## src/rtl/pdiv_pkg.sv

```systemverilog
package pdiv_pkg;
  typedef enum logic [1:0] {
    MODE_BYPASS = 2'd0,
    MODE_HALF   = 2'd1,
    MODE_DIV    = 2'd2
  } pdiv_mode_e;
endpackage

```

## src/rtl/pdiv_ratio_map.sv

```systemverilog
module pdiv_ratio_map
  import pdiv_pkg::*;
#(
  parameter int unsigned SEL_W   = 5,
  parameter int unsigned MIN_DIV = 4
) (
  input  logic [SEL_W-1:0] sel,
  output logic [SEL_W-1:0] ratio,
  output pdiv_mode_e       mode
);
  localparam logic [SEL_W-1:0] ONE  = SEL_W'(1);
  localparam logic [SEL_W-1:0] TWO  = SEL_W'(2);
  localparam logic [SEL_W-1:0] MINR = SEL_W'(MIN_DIV);

  // Field codes at or below one bypass; two halves; anything else under
  // the minimum normal ratio is raised to that minimum.
  always_comb begin
    if (sel <= ONE) begin
      ratio = ONE;
      mode  = MODE_BYPASS;
    end else if (sel == TWO) begin
      ratio = TWO;
      mode  = MODE_HALF;
    end else if (sel < MINR) begin
      ratio = MINR;
      mode  = MODE_DIV;
    end else begin
      ratio = sel;
      mode  = MODE_DIV;
    end
  end
endmodule

```

## src/rtl/pdiv_phase.sv

```systemverilog
module pdiv_phase
  import pdiv_pkg::*;
#(
  parameter int unsigned SEL_W   = 5,
  parameter int unsigned MIN_DIV = 4
) (
  input  logic             clk,
  input  logic             rst_n,
  input  logic [SEL_W-1:0] req_ratio,
  input  pdiv_mode_e       req_mode,
  output logic [SEL_W-1:0] nxt_cnt,
  output logic [SEL_W-1:0] nxt_ratio,
  output pdiv_mode_e       nxt_mode
);
  localparam logic [SEL_W-1:0] ONE = SEL_W'(1);

  logic [SEL_W-1:0] cnt_q;
  logic [SEL_W-1:0] ratio_q;
  pdiv_mode_e       mode_q;
  logic             wrap;

  // Reset leaves a ratio of one with the counter at zero, so the first
  // edge is a boundary and picks up the field.
  assign wrap = (cnt_q == ratio_q - ONE);

  always_comb begin
    if (wrap) begin
      nxt_cnt   = '0;
      nxt_ratio = req_ratio;
      nxt_mode  = req_mode;
    end else begin
      nxt_cnt   = cnt_q + ONE;
      nxt_ratio = ratio_q;
      nxt_mode  = mode_q;
    end
  end

  always_ff @(posedge clk or negedge rst_n) begin
    if (!rst_n) begin
      cnt_q   <= '0;
      ratio_q <= ONE;
      mode_q  <= MODE_BYPASS;
    end else begin
      cnt_q   <= nxt_cnt;
      ratio_q <= nxt_ratio;
      mode_q  <= nxt_mode;
    end
  end

  p_cnt_in_period_r5: assert property (@(posedge clk) disable iff (!rst_n)
    cnt_q < ratio_q);

  p_ratio_held_r7: assert property (@(posedge clk) disable iff (!rst_n)
    !wrap |=> $stable(ratio_q));

  p_div_floor_r4: assert property (@(posedge clk) disable iff (!rst_n)
    (mode_q == MODE_DIV) |-> (ratio_q >= SEL_W'(MIN_DIV)));
endmodule

```

## src/rtl/pdiv_shape.sv

```systemverilog
module pdiv_shape
  import pdiv_pkg::*;
#(
  parameter int unsigned SEL_W = 5
) (
  input  logic             clk,
  input  logic             rst_n,
  input  logic [SEL_W-1:0] nxt_cnt,
  input  logic [SEL_W-1:0] nxt_ratio,
  input  pdiv_mode_e       nxt_mode,
  output logic             clk_div,
  output logic             mark
);
  logic div_q;
  logic mark_q;
  logic byp_q;

  always_ff @(posedge clk or negedge rst_n) begin
    if (!rst_n) begin
      div_q  <= 1'b0;
      mark_q <= 1'b0;
      byp_q  <= 1'b0;
    end else begin
      div_q  <= (nxt_cnt < (nxt_ratio >> 1));
      mark_q <= (nxt_cnt == '0);
      byp_q  <= (nxt_mode == MODE_BYPASS);
    end
  end

  // Bypass steers the reference itself onto the output.
  assign clk_div = byp_q ? clk : div_q;
  assign mark    = mark_q;

  p_rise_on_mark_r6: assert property (@(posedge clk) disable iff (!rst_n)
    $rose(div_q) |-> mark_q);

  p_mark_high_half_r6: assert property (@(posedge clk) disable iff (!rst_n)
    (mark_q && !byp_q) |-> div_q);

  p_bypass_mark_r2: assert property (@(posedge clk) disable iff (!rst_n)
    byp_q |-> mark_q);
endmodule

```

## src/rtl/ref_prediv.sv

```systemverilog
module ref_prediv #(
  parameter int unsigned SEL_W   = 5,
  parameter int unsigned MIN_DIV = 4
) (
  input  logic             clk_ref,
  input  logic             rst_n,
  input  logic [SEL_W-1:0] ratio_sel,
  output logic             clk_div,
  output logic             period_mark
);
  import pdiv_pkg::*;

  logic [SEL_W-1:0] req_ratio;
  pdiv_mode_e       req_mode;
  logic [SEL_W-1:0] nxt_cnt;
  logic [SEL_W-1:0] nxt_ratio;
  pdiv_mode_e       nxt_mode;

  pdiv_ratio_map #(.SEL_W(SEL_W), .MIN_DIV(MIN_DIV)) u_map (
    .sel   (ratio_sel),
    .ratio (req_ratio),
    .mode  (req_mode)
  );

  pdiv_phase #(.SEL_W(SEL_W), .MIN_DIV(MIN_DIV)) u_phase (
    .clk       (clk_ref),
    .rst_n     (rst_n),
    .req_ratio (req_ratio),
    .req_mode  (req_mode),
    .nxt_cnt   (nxt_cnt),
    .nxt_ratio (nxt_ratio),
    .nxt_mode  (nxt_mode)
  );

  pdiv_shape #(.SEL_W(SEL_W)) u_shape (
    .clk       (clk_ref),
    .rst_n     (rst_n),
    .nxt_cnt   (nxt_cnt),
    .nxt_ratio (nxt_ratio),
    .nxt_mode  (nxt_mode),
    .clk_div   (clk_div),
    .mark      (period_mark)
  );
endmodule

```

## config.mk

```make
export PLATFORM = sky130hd
export DESIGN_NAME = ref_prediv
export DESIGN_NICKNAME = d
export VERILOG_FILES = /design/src/rtl/pdiv_pkg.sv /design/src/rtl/pdiv_ratio_map.sv /design/src/rtl/pdiv_phase.sv /design/src/rtl/pdiv_shape.sv /design/src/rtl/ref_prediv.sv
export SDC_FILE = /design/constraint.sdc
export NUM_CORES = 1
export LEC_CHECK = 0
export BUFFER_PORTS_ARGS = -buffer_cell sky130_fd_sc_hd__buf_2
export CAP_MARGIN = 20
export CELL_PAD_IN_SITES_DETAIL_PLACEMENT = 2
export CELL_PAD_IN_SITES_GLOBAL_PLACEMENT = 2
export CORE_UTILIZATION = 40
export CTS_BUF_LIST = sky130_fd_sc_hd__clkbuf_8 sky130_fd_sc_hd__clkbuf_16
export DETAILED_ROUTE_END_ITERATION = 10
export GPL_TIMING_DRIVEN = 0
export PLACE_DENSITY = 0.9
export SETUP_SLACK_MARGIN = 0.3
export SYNTH_ARGS = -nofsm -noshare
export SYNTH_HDL_FRONTEND = slang
export SYNTH_HIERARCHICAL = 1
export SYNTH_SLANG_ARGS = --single-unit
```

## constraint.sdc

```tcl
create_clock -name clk_ref -period 6.4 [get_ports clk_ref]
set_input_delay 0.64 -clock clk_ref [delete_from_list [all_inputs] [get_ports clk_ref]]
set_output_delay 0.64 -clock clk_ref [all_outputs]
set_load 0.02 [all_outputs]
```

==> results of run 1 <==
-- cell type report --
cell class	count	area, um2	share of cell area, %
inverters	6	22.52	2.130
clock buffers	7	87.58	8.284
multi-input cells	55	479.2	45.33
repair buffers	7	35.03	3.314
well taps	27	33.78	3.195
flip-flops and latches	15	376.6	35.62
clock inverters	1	3.754	0.3550
plain buffers	3	18.77	1.775
-- worst max path at each step --
stage               slack, ns  endpoint    start  cells after the start
CTS                      1.92   clk_div  clk_ref                      4
detailed placement       2.17   clk_div  clk_ref                      2
finish                   1.93   clk_div  clk_ref                      4
global placement         2.17   clk_div  clk_ref                      2
floorplan                2.25   clk_div  clk_ref                      1
global route             1.91   clk_div  clk_ref                      4
-- kinds of logic after synthesis --
logic type               count (synthesis)  synth area share, %
adder cells (fa/ha/maj)                  5                6.974
AND/OR/NAND/NOR                         25                17.43
AO/OA/AOI/OAI                            8                8.089
buffers and inverters                    9                4.603
multiplexers                             8                12.13
XOR/XNOR                                 9                8.786
flip-flops                              15                41.98
-- registers in the layout (all words and copies together) (netlist names) --
signal	flops
u_phase/cnt_q	5
u_shape/div_q	1
u_phase/ratio_q	5
u_shape/mark	1
u_phase/mode_q	2
u_shape/byp_q	1
-- power by group --
part | switching (W) | internal [W]
combinational | 0.000191 | 0.000174
sequential | 0.0000486 | 0.000147
clock | 0.0000480 | 0.0000892
-- synthesized netlist by cell type, types with 2 or more instances --
cell / instances
and2_1: 4
clkbuf_1: 2
dfrtp_1: 14
ha_1: 5
inv_1: 6
mux2_2: 3
mux2_4: 5
nand2_1: 2
nand2b_1: 2
nand3_1: 2
nor2_1: 3
nor3_1: 3
o31ai_1: 2
xnor2_1: 5
xor2_1: 4
-- layer usage --
layer  global-route usage (%)  vias up  share of wire, %
met2                    42.47        8                52
met5                        0        -                 0
met1                    29.75      337                45
met4                    13.24        0               1.4
met3                    4.673        6               1.6
li1                         -      304                 -
-- metrics by stage --
stage | util (%) | power (W) | worst slack (ns)
finish | 51.78 | 0.0006973 | 1.927
floorplan | - | 0.0004571 | 2.255
global placement | 47.55 | 0.0005225 | 2.171
global route | 51.78 | 0.0007433 | 1.912
detailed placement | 47.55 | 0.0005604 | 2.171
CTS | 51.78 | 0.0007055 | 1.918
==> results.md, run 1 <==
Timing:
- Setup repair after global routing left no endpoint under its margin.
- The final number of max-transition violations was 0.
- Setup violations remaining at the end of the flow were counted as 0.
- The total negative slack for setup checks is 0 ns.
- The worst slew slack as a fraction of its limit is roughly 67%.
- The final clock skew is about 0.0012 ns.
- Hold timing on the final database bottoms out at a slack of between 0.15 and 0.2 ns.
- The hold violation total from the final report is 0.
- The actual slew at the worst max-slew pin is roughly 0.5 ns.

Flow run:
- The number of max-cap violations is 0.

Final layout:
- The area growth from synthesis to layout is 17.85%.
- The total inserted antenna cells is 0.
- Once layout is complete, the cells apart from fillers number between 100 and 150.
- The number of fill cells is approximately 220.
- The post-route netlist has between 20% and 30% of its cells at a drive strength greater than 1.
- The net count reported at finish is 107.
- Leaving out fill and tap cells, the most frequent cell in the layout is dfrtp_1.
- Once layout is done, the placed cells without fillers occupy around 1100 um2.
- The library cells used most frequently in the layout, excluding fill and tap cells, are dfrtp_1 (14), buf_2 (8), inv_1 (7), clkbuf_8 (6).

Floorplan:
- The width of the die is ~50 um.
- The effective utilization at floorplan is a little over two fifths.
- The die boundary height is roughly 49 um.
- The floorplan step defined a die boundary enclosing about 2400 um2.
- The floorplan core area is ~2000 um2.
- The I/O pin total is 9.
- The standard-cell row count is 16.

Logic synthesis:
- Counting distinct cell types in the post-synthesis netlist gives 32.
- The share of synthesized area occupied by flip-flops and latches is 41.98%.
- The flip-flop cell with the highest count after synthesis is dfrtp_1.
- The post-synthesis instance total is a little under 80.
- After synthesis, the largest area contributor takes up 39.05% of total cell area.
- For this run, asynchronously set or reset flops after synthesis account for between 90% and 100%.
- In this run the cell area of the synthesized design comes to about 900 um2.
- The synthesized area per cell is approximately 11 um2.
- The cell type with the largest total area after synthesis is dfrtp_1.
- For this run, the number of Yosys warnings is 6.
- The number of enable flip-flop cells after synthesis is 0.
- Synthesis produced a netlist with a net count of between 90 and 100.
- Yosys attributes the largest share of cell area to dfrtp_1 (39%), mux2_4 (8.4%), ha_1 (7.0%).
- The synthesized design contains 15 register bits.

Routing:
- Summed over all layers, the routed wires come to approximately 2500 um.
- The violation count after the first detailed-route iteration is 6.
- The detail route stage leaves a number of antenna-violating nets equal to 0.
- The first detailed-routing pass took 4 iterations.
- The wire length per cell after detailed routing is between 20 and 25 um.
- The number of DRC violations after detailed routing is 0.
- The per-cell via count in the routed design is about 5.4.
- The final route contains 655 vias.

Placed design:
- Routability-driven placement finished with a final weighted congestion of around 0.76.
- After detailed placement, the design holds a cell count of 114.
- The number of buffers added on ports is 8.
- Summing all placed instances gives a cell area of roughly 970 um2.
- The detailed-placement wirelength estimate is between 1500 and 2000 um.

GRT:
- The pin count of the biggest net entering global routing is 16.
- The first global-routing pass estimated 4202 um of wire.
- The via count of the first global-routing pass came to about 810.
- The global-route usage over all layers is between 20% and 30%.
- Global routing finished with a remaining overflow of 0.
- The number of antenna violations at the first check in global routing came to 0.

Pwr:
- VDD sags by at most 334.7 uV.
- The leakage power is ~0.5 nW.
- Dividing total power by cell area gives a power density of about 660 nW/um2.

Critical path:
- The number of cells on the worst reg-to-reg path is 12.
- The sort of element at the end of the critical path is a primary output.
- The startpoint identified for the worst register-to-register timing path is u_phase/ratio_q[0]$_DFF_PN1_.
- The largest single stage delay on the critical path is about 0.25 ns.
- The type of origin of the critical path is a clock port.
- On the critical path, the stage with the largest delay is an instance of mux2_2.
- The worst reg2reg path endpoint is u_shape/div_q$_DFF_PN0_.
- The register-to-register setup slack is 3.38 ns.
- STA puts the critical path data required time at 5.76 ns.
- The most repeated library cell on the critical path is clkbuf_8.
- The worst path buffer plus inverter count is 3.
- On the critical path the largest part of the delay comes from buffers and inverters.
- The setup path with the least slack is of type clk -> out.
- Traced cell by cell, the critical path runs through clkbuf_8, clkbuf_8, mux2_2, buf_2.
- In this run the worst path has a maximum fanout of 2.
- The data arrival time at the worst-slack endpoint is 3.83 ns.

Status:
- The run finished with clean final reports.

Clocking:
- TritonCTS built the clock tree.
- The source-to-sink clock delay at the later pin of the worst-skew pair is 0.35 ns.
- The number of hold buffers added after cts is 0.
- The post-cts gate resize count is 0.
- Buffers added to address setup during post-CTS repair amount to 0.
- Clock-pin slew was measured on the worst setup and hold paths at ~0.060 ns.

Min path:
- The class of the tightest hold or removal check is in -> async.
No activity file was read; power rests on OpenSTA's default activity.
==> run 2, diff against run 1 <==
--- a/config.mk
+++ b/config.mk
@@ -9,11 +9,11 @@
 export CAP_MARGIN = 20
 export CELL_PAD_IN_SITES_DETAIL_PLACEMENT = 2
 export CELL_PAD_IN_SITES_GLOBAL_PLACEMENT = 2
-export CORE_UTILIZATION = 40
+export CORE_UTILIZATION = 37
 export CTS_BUF_LIST = sky130_fd_sc_hd__clkbuf_8 sky130_fd_sc_hd__clkbuf_16
 export DETAILED_ROUTE_END_ITERATION = 10
 export GPL_TIMING_DRIVEN = 0
-export PLACE_DENSITY = 0.9
+export PLACE_DENSITY = 0.85
 export SETUP_SLACK_MARGIN = 0.3
 export SYNTH_ARGS = -nofsm -noshare
 export SYNTH_HDL_FRONTEND = slang
==> constraint.sdc (replaced) <==
create_clock -name clk_ref -period 4.2 [get_ports clk_ref]
set_input_delay 0.42 -clock clk_ref [delete_from_list [all_inputs] [get_ports clk_ref]]
set_output_delay 0.42 -clock clk_ref [all_outputs]
set_load 0.02 [all_outputs]
==> run 2 against run 1 <==
Sequential power rose by 51%. Via count fell by 0.92%. Design area rose by 1.1%. Worst setup slack got worse by 0.89 ns. Utilization fell by 4.4 points. Critical path depth did not move. Power rose by 50%. Sequential share of layout area fell by 0.38 points. Largest cell class unchanged. Clock power rose by 54%.
==> results.md, run 2 (synthesis gave the netlist of run 1 again) <==
Floorplan:
- The floorplan core area was 2255 um2 (+10%).
- The I/O pin total is 9 (unchanged).
- The die boundary height is 51.24 um (+3.8%).
- The standard-cell row count came to 17 (+1).
- The total die area is 2626 um2 (+7.8%).
- The effective utilization at floorplan is 39.79% (-4.1 points).
- The width of the die is 51.24 um (+3.8%).

GRT:
- The global-route usage over all layers is 21.67% (-3.4 points).
- The met3 capacity usage during global routing came to 6.250% (+1.6 points).
- The first-pass GRT wire length was 3864 um (-8.0%).
- The total grt overflow is 0 (unchanged).
- The layer flagged by global routing as most heavily used is met2.
- The met2 usage in global routing is 34.87% (-7.6 points).
- The met1 routing resource usage after global routing is 25.32% (-4.4 points).
- The pin count of the biggest net entering global routing was 16 (unchanged).
- The number of antenna violations at the first check in global routing came to 0 (unchanged).
- The via count of the first global-routing pass is 763 (-5.3%).

Critical path:
- The largest incremental delay on the critical path is 0.26 ns (about the same).
- The cell with the largest stage delay on the worst path is mux2_2.
- The most repeated library cell on the critical path is clkbuf_8.
- The sort of element at the end of the critical path is a primary output.
- The critical path goes through clkbuf_8, clkbuf_8, mux2_2, buf_2.
- The worst setup path is launched from a clock port.
- The data arrival time at the worst-slack endpoint is 2.75 ns (-1.08 ns).
- The worst path buffer plus inverter count came to 3 (unchanged).
- The setup path with the least slack is of type clk -> out.
- The required time at the endpoint of the critical path was 3.78 ns (-1.98 ns).
- The cell type group with the largest total delay on the critical path is buffers and inverters.
- The maximum fanout count along the critical path was 2 (unchanged).

Clocking:
- The TritonCTS clock tree is yes.
- The source-to-sink clock delay at the later pin of the worst-skew pair is 0.35 ns (about the same).
- The number of buffers inserted to repair setup after CTS is 0 (unchanged).
- The post-cts gate resize count is 0 (unchanged).
- The clock-pin slew reported for the worst setup and hold paths after clock tree synthesis came to 0.06 ns (about the same).
- The number of hold buffers added after cts came to 1 (+1).

Timing:
- The hold violation total from the final report is 0 (unchanged).
- Setup repair after global routing left no endpoint under its margin.
- The final clock skew is 0.005167 ns (+0.003979 ns).
- The final number of max-transition violations is 0 (unchanged).
- The worst hold slack across all endpoints is 0.4856 ns (+0.2926 ns).
- The setup violation total in the final timing report is 0 (unchanged).
- The worst slew slack as a fraction of its limit is 67.86% (+1.2 points).
- The total negative slack for setup checks is 0 ns (unchanged).
- The actual slew at the worst max-slew pin is 0.4814 ns (-0.01819 ns).

Final layout:
- The end-of-flow core utilization is 47.39% (-4.4 points).
- The net count reported at finish was 108 (+0.93%).
- The most frequent standard cell in the layout excluding fill and tap cells is dfrtp_1.
- The number of fill cells came to 249 (+12%).
- The top cell types in the final layout, fill and taps aside, are dfrtp_1 (14), buf_2 (8), inv_1 (7), clkbuf_8 (6).
- The total inserted antenna cells is 0 (unchanged).
- The largest registers in the layout are u_phase/cnt_q (5), u_phase/ratio_q (5), u_phase/mode_q (2).
- From synthesis to final layout, the design area changed by 19.11%.
- The share of final-layout standard cells stronger than drive strength 1 is 29.47% (-0.31 points).

Routing:
- The wire length per cell after detailed routing is 18.79 um (-9.4%).
- The per-cell via count in the routed design is 5.276 (-2.5%).
- The total wire length came to 2311 um (-7.9%).
- The number of routed nets with antenna violations is 0 (unchanged).
- The count of TritonRoute iterations in the first routing pass is 2 (-2).
- The total via count after detailed routing came to 649 (-0.92%).
- The number of DRC violations after detailed routing is 0 (unchanged).
- The violation count after the first detailed-route iteration is 6 (unchanged).

Pwr:
- The peak supply drop is 534.8 uV (+60%).
- The leakage power is 0.4920 nW (+0.86%).
- The total power density per cell area is 979.6 nW/um2 (+49%).
- The share of power burned in combinational logic is 51.6% (-0.7 points).
- The share of power burned in the clock network came to 20.1% (+0.4 points).
- The switching share of power came to 40.52% (-0.72 points).
- The sequential cell fraction of total power is 28.2% (+0.2 points).
- The switching power total is 0.0004242 W (+47%).
- The cell internal power dissipation is 0.0006226 W (+52%).
- The power after layout is 0.001047 W (+50%).

Status:
- The run finished with clean final reports.

Placed design:
- The number of buffers added on ports came to 8 (unchanged).
- The last weighted congestion value of the routability-driven placer came to 0.6980 (-8.0%).
- The detailed-placement wirelength estimate was 1556 um (-4.4%).

Min path:
- The worst hold path belongs to the class in -> reg.

Flow run:
- The number of max-cap violations is 0 (unchanged).
-- run 2: changes by cell type in the layout (fill, tap and decap cells not counted), sizes merged --
cell,delta
dlygate4sd3,+1
-- run 2: worst paths after layout --
kind,from,endpoint,slack [ns],depth (start not counted)
setup / recovery,clk_ref,clk_div,1.03,4
hold / removal,ratio_sel[1],u_phase/ratio_q[0]$_DFF_PN1_,0.49,3
setup reg to reg,u_phase/ratio_q[0]$_DFF_PN1_,u_shape/div_q$_DFF_PN0_,1.18,12
hold reg to reg,u_phase/mode_q[0]$_DFF_PN0_,u_phase/mode_q[0]$_DFF_PN0_,0.50,1
max in group asynchronous,rst_n,u_phase/ratio_q[0]$_DFF_PN1_,3.38,2
min in group asynchronous,rst_n,u_shape/mark$_DFF_PN0_,0.51,2
-- run 2: tightest hold or removal path: stages --
cell     delay (ns)
buf_2          0.12
o21ai_1        0.13
mux2_4         0.14
-- run 2: metrics by stage --
stage	setup slack, ns	instance area (um2)	cells
6_report	1.034	1069	123
5_1_grt	1.003	1069	123
4_1_cts	1.021	1069	123
3_5_place_dp	1.267	972.2	115
3_3_place_gp	1.291	972.2	115
2_1_floorplan	1.375	897.1	79
-- run 2: final cells by class --
cell class / count / area (um2) / share of cell area (%)
inverter: 6 / 22.52 / 2.108
timing repair buffer: 8 / 45.04 / 4.215
multi-input combinational: 55 / 479.2 / 44.85
clock inverter: 1 / 3.754 / 0.3513
clock buffer: 7 / 87.58 / 8.197
buffer: 3 / 18.77 / 1.756
tap: 28 / 35.03 / 3.279
sequential: 15 / 376.6 / 35.25
-- run 2: metal layers --
metal / up-vias / wire (um)
met5: - / 0
met4: 0 / 47
met3: 6 / 51
met2: 10 / 1190
met1: 327 / 1022
li1: 306 / -
-- run 2: power groups by stage --
stage	sequential, W	clock, W	combinational, W
finish	0.000295	0.000211	0.000541
global route	0.000307	0.000224	0.000587
CTS	0.000296	0.000219	0.000543
detailed placement	0.000295	0.0000230	0.000520
global placement	0.000286	0.0000230	0.000491
floorplan	0.000278	0.0000177	0.000401
==> run 3, diff against run 2 <==
--- a/config.mk
+++ b/config.mk
@@ -5,15 +5,16 @@
 export SDC_FILE = /design/constraint.sdc
 export NUM_CORES = 1
 export LEC_CHECK = 0
+export ABC_AREA = 1
 export BUFFER_PORTS_ARGS = -buffer_cell sky130_fd_sc_hd__buf_2
 export CAP_MARGIN = 20
 export CELL_PAD_IN_SITES_DETAIL_PLACEMENT = 2
 export CELL_PAD_IN_SITES_GLOBAL_PLACEMENT = 2
-export CORE_UTILIZATION = 37
+export CORE_UTILIZATION = 29
 export CTS_BUF_LIST = sky130_fd_sc_hd__clkbuf_8 sky130_fd_sc_hd__clkbuf_16
 export DETAILED_ROUTE_END_ITERATION = 10
 export GPL_TIMING_DRIVEN = 0
-export PLACE_DENSITY = 0.85
+export PLACE_DENSITY = 0.83
 export SETUP_SLACK_MARGIN = 0.3
 export SYNTH_ARGS = -nofsm -noshare
 export SYNTH_HDL_FRONTEND = slang
==> constraint.sdc (replaced) <==
create_clock -name clk_ref -period 2.7 [get_ports clk_ref]
set_input_delay 0.27 -clock clk_ref [delete_from_list [all_inputs] [get_ports clk_ref]]
set_output_delay 0.27 -clock clk_ref [all_outputs]
set_load 0.02 [all_outputs]
==> run 3 against run 2 <==
Utilization is 4.1 points lower. Cell count increased by 72%. Sequential share of layout area fell by 7.5 points. Clock skew down 0.0024 ns. Flip-flop and latch count stayed put. Largest cell class unchanged. Largest power group unchanged. Highest routed layer unchanged.
==> results.md, run 3 <==
Status:
- The run finished with clean final reports.

Critical path:
- The sort of element at the end of the critical path is a flop.
- The maximum fanout count along the critical path is 7 (+5).
- The data arrival time at the worst-slack endpoint came to 2.62 ns (-0.13 ns).
- The type of origin of the critical path is a flop.
- The required time at the endpoint of the critical path came to 2.95 ns (-0.83 ns).
- The critical path class is reg -> reg.

Logic synthesis:
- Among all cell types in the netlist, the one instantiated most often is nand2_1.
- The post-synthesis cell area is 984.7 um2 (+9.8%).
- The share of async-settable or async-resettable flops after synthesis is 100.0% (unchanged).
- The post-synthesis instance total is 139 (+76%).
- After synthesis, the cell types taking the most area are dfrtp_1 (36%), nand2_1 (18%), inv_1 (6.9%).
- The number of enable flip-flop cells after synthesis is 0 (unchanged).
- The synthesized design spends more area on one cell type than any other, namely dfrtp_1.
- The synthesized area per cell is 7.084 um2 (-38%).
- The area share of the largest cell type after synthesis came to 35.58% (-3.5 points).
- The distinct cell type count of the synthesized netlist is 23 (-28%).
- The share of synthesized area occupied by flip-flops and latches is 38.25% (-3.7 points).
- The number of warnings reported in the yosys synthesis log is 6 (unchanged).
- By count the netlist is led by nand2_1 (47), inv_1 (18), dfrtp_1 (14).
- The net count after synthesis is 151 (+66%).
- The most used flip-flop cell after synthesis is dfrtp_1.
- The count of state elements after synthesis is 15 (unchanged).

Timing:
- The final clock skew is 0.002751 ns (-0.002416 ns).
- The final number of max-transition violations is 0 (unchanged).
- The worst slew slack as a fraction of its limit came to 74.57% (+6.7 points).
- The setup violation total in the final timing report is 0 (unchanged).
- Setup repair after global routing could not meet its margin everywhere.
- The total negative slack for setup checks is 0 ns (unchanged).
- In the finished design, the share of the clock period the worst path needs comes to 87.91%.
- The actual slew at the worst max-slew pin is 0.3815 ns (-0.09989 ns).
- The routed design could run at a clock period as short as roughly 2.4 ns.
- The hold violation total from the final report is 0 (unchanged).
- Derived from the worst setup path, the maximum achievable clock frequency is about 0.42 GHz.

Final layout:
- The final cell count without fillers is 212 (+72%).
- The total inserted antenna cells is 0 (unchanged).
- The number of fill cells is 382 (+53%).
- The layout-stage area growth over the synthesis result is 37.61%.
- The register cell area after layout was 376.6 um2 (unchanged).
- The net count reported at finish is 181 (+68%).
- Leaving out fill and tap cells, the most frequent cell in the layout is nand2_1.
- The area taken by multi-input logic gates is 580.6 um2 (+21%).
- In the layout the commonest cells are nand2_1 (42), inv_1 (16), dfrtp_1 (14), buf_4 (13), nor2_1 (12).
- The largest registers in the layout are u_phase/cnt_q (5), u_phase/ratio_q (5), u_phase/mode_q (2).
- The share of final-layout standard cells stronger than drive strength 1 is 35.12% (+5.6 points).

GRT:
- The number of antenna violations at the first check in global routing was 0 (unchanged).
- The via count of the first global-routing pass was 1115 (+46%).
- The pin count of the biggest net entering global routing is 16 (unchanged).
- The global-route usage over all layers is 20.37% (-1.3 points).
- The total grt overflow was 0 (unchanged).
- The first-pass GRT wire length came to 5119 um (+32%).

Min path:
- The tightest min-delay check is of the in -> reg type.

Routing:
- The per-cell via count in the routed design is 4.656 (-12%).
- The count of TritonRoute iterations in the first routing pass is 4 (+2).
- The total via count after detailed routing is 987 (+52%).
- The wire length per cell after detailed routing is 15.91 um (-15%).
- The number of routed nets with antenna violations came to 0 (unchanged).
- The violation count after the first detailed-route iteration is 13 (+7).
- The number of DRC violations after detailed routing is 0 (unchanged).
- The total wire length is 3372 um (+46%).

Floorplan:
- The total die area was 3632 um2 (+38%).
- The width of the die is 60.27 um (+18%).
- The effective utilization at floorplan was 31.48% (-8.3 points).
- The die boundary height is 60.27 um (+18%).
- The standard-cell row count came to 20 (+3).
- The floorplan core area is 3128 um2 (+39%).
- The I/O pin total is 9 (unchanged).

Placed design:
- The detailed-placement wirelength estimate is 2052 um (+32%).
- The number of placed cells counting well taps is 191 (+66%).
- The last weighted congestion value of the routability-driven placer came to 0.7149 (+2.4%).
- The number of buffers added on ports was 8 (unchanged).

Clocking:
- The clock-pin slew reported for the worst setup and hold paths after clock tree synthesis came to 0.06 ns (about the same).
- The TritonCTS clock tree is yes.
- The source-to-sink clock delay at the later pin of the worst-skew pair is 0.36 ns (about the same).

Pwr:
- The total power density per cell area is 1615 nW/um2 (+65%).
- The leakage power is 0.7060 nW (+43%).
- The peak supply drop is 631.5 uV (+18%).

Flow run:
- The number of max-cap violations is 0 (unchanged).
-- run 3: through the flow --
step,total power [W],hold slack (ns),worst slack [ns],instance area [um2],util (%)
6_report,0.002189,0.2451,0.3263,1355,43.32
5_1_grt,0.002389,0.2601,0.1710,1355,43.32
4_1_cts,0.001946,0.2240,0.3124,1247,39.88
3_5_place_dp,0.001460,0.1924,0.2805,1080,34.52
3_3_place_gp,0.001387,0.1862,0.3565,1080,34.52
2_1_floorplan,0.001188,-0.02559,0.5738,984.7,-
-- run 3: critical path, stage by stage, from the launching register on --
cell,delay [ns]
dfstp_2,0.54
inv_2,0.05
ha_4,0.26
inv_2,0.03
nand2_1,0.04
nand2_1,0.06
nor2_1,0.11
nand2_1,0.09
nor2_4,0.17
buf_6,0.17
nand3_2,0.08
nand2_2,0.09
inv_1,0.06
ha_1,0.28
nand3_1,0.08
nor2_1,0.10
nor2_1,0.06
-- run 3: cells by family (layout without fill, tap and decap cells) --
kind of cell / count (synthesis) / after routing / share of synthesized area (%)
adders and majority gates: 5 / 5 / 6.353
and+or+nand+nor: 82 / 82 / 36.98
buffers and inverters: 25 / 54 / 10.67
AOI/OAI and AO/OA: 9 / 9 / 5.082
DFF: 15 / 15 / 38.25
xor gates and xnor gates: 3 / 3 / 2.669
-- run 3: worst paths after layout --
kind / slack (ns) / cells after the start / startpoint / end
min in group asynchronous: 0.35 / 2 / rst_n / u_phase/cnt_q[1]$_DFF_PN0_
max in group asynchronous: 2.05 / 2 / rst_n / u_phase/ratio_q[0]$_DFF_PN1_
hold reg to reg: 0.48 / 2 / u_phase/mode_q[0]$_DFF_PN0_ / u_phase/mode_q[0]$_DFF_PN0_
hold / removal: 0.25 / 4 / ratio_sel[1] / u_phase/ratio_q[0]$_DFF_PN1_
setup reg to reg: 0.33 / 16 / u_phase/ratio_q[0]$_DFF_PN1_ / u_shape/div_q$_DFF_PN0_
setup / recovery: 0.33 / 16 / u_phase/ratio_q[0]$_DFF_PN1_ / u_shape/div_q$_DFF_PN0_
-- run 3: timing repair --
item | CTS | global route
pin swaps | 4 | 14
buffers inserted | 7 | 6
hold endpoints to repair | 14 | 0
setup endpoints to repair | 1 | 2
gates resized for setup | 3 | 16
hold buffers | 1 | 0
-- run 3: final cells by class --
cell class              count  area share (%)
clock inverters             1          0.2770
plain buffers               4           1.939
inverters                  21           5.817
clock buffers               7           6.464
well taps                  44           4.063
flip-flops and latches     15           27.79
repair buffers             21           10.80
multi-input cells          99           42.84
-- run 3: metal layers --
metal	vias to the layer above	global-route usage, %	part of all wire, %
li1	479	-	-
met1	488	22.37	43
met2	13	35.48	54
met3	7	4.762	1.4
met4	0	11.63	2.0
met5	-	0	0
-- run 3: report_power, final --
part | switching (W) | total [W] | internal (W)
Combinational | 0.000812 | 0.00140 | 0.000583
Clock | 0.000132 | 0.000341 | 0.000209
Sequential | 0.000112 | 0.000452 | 0.000340
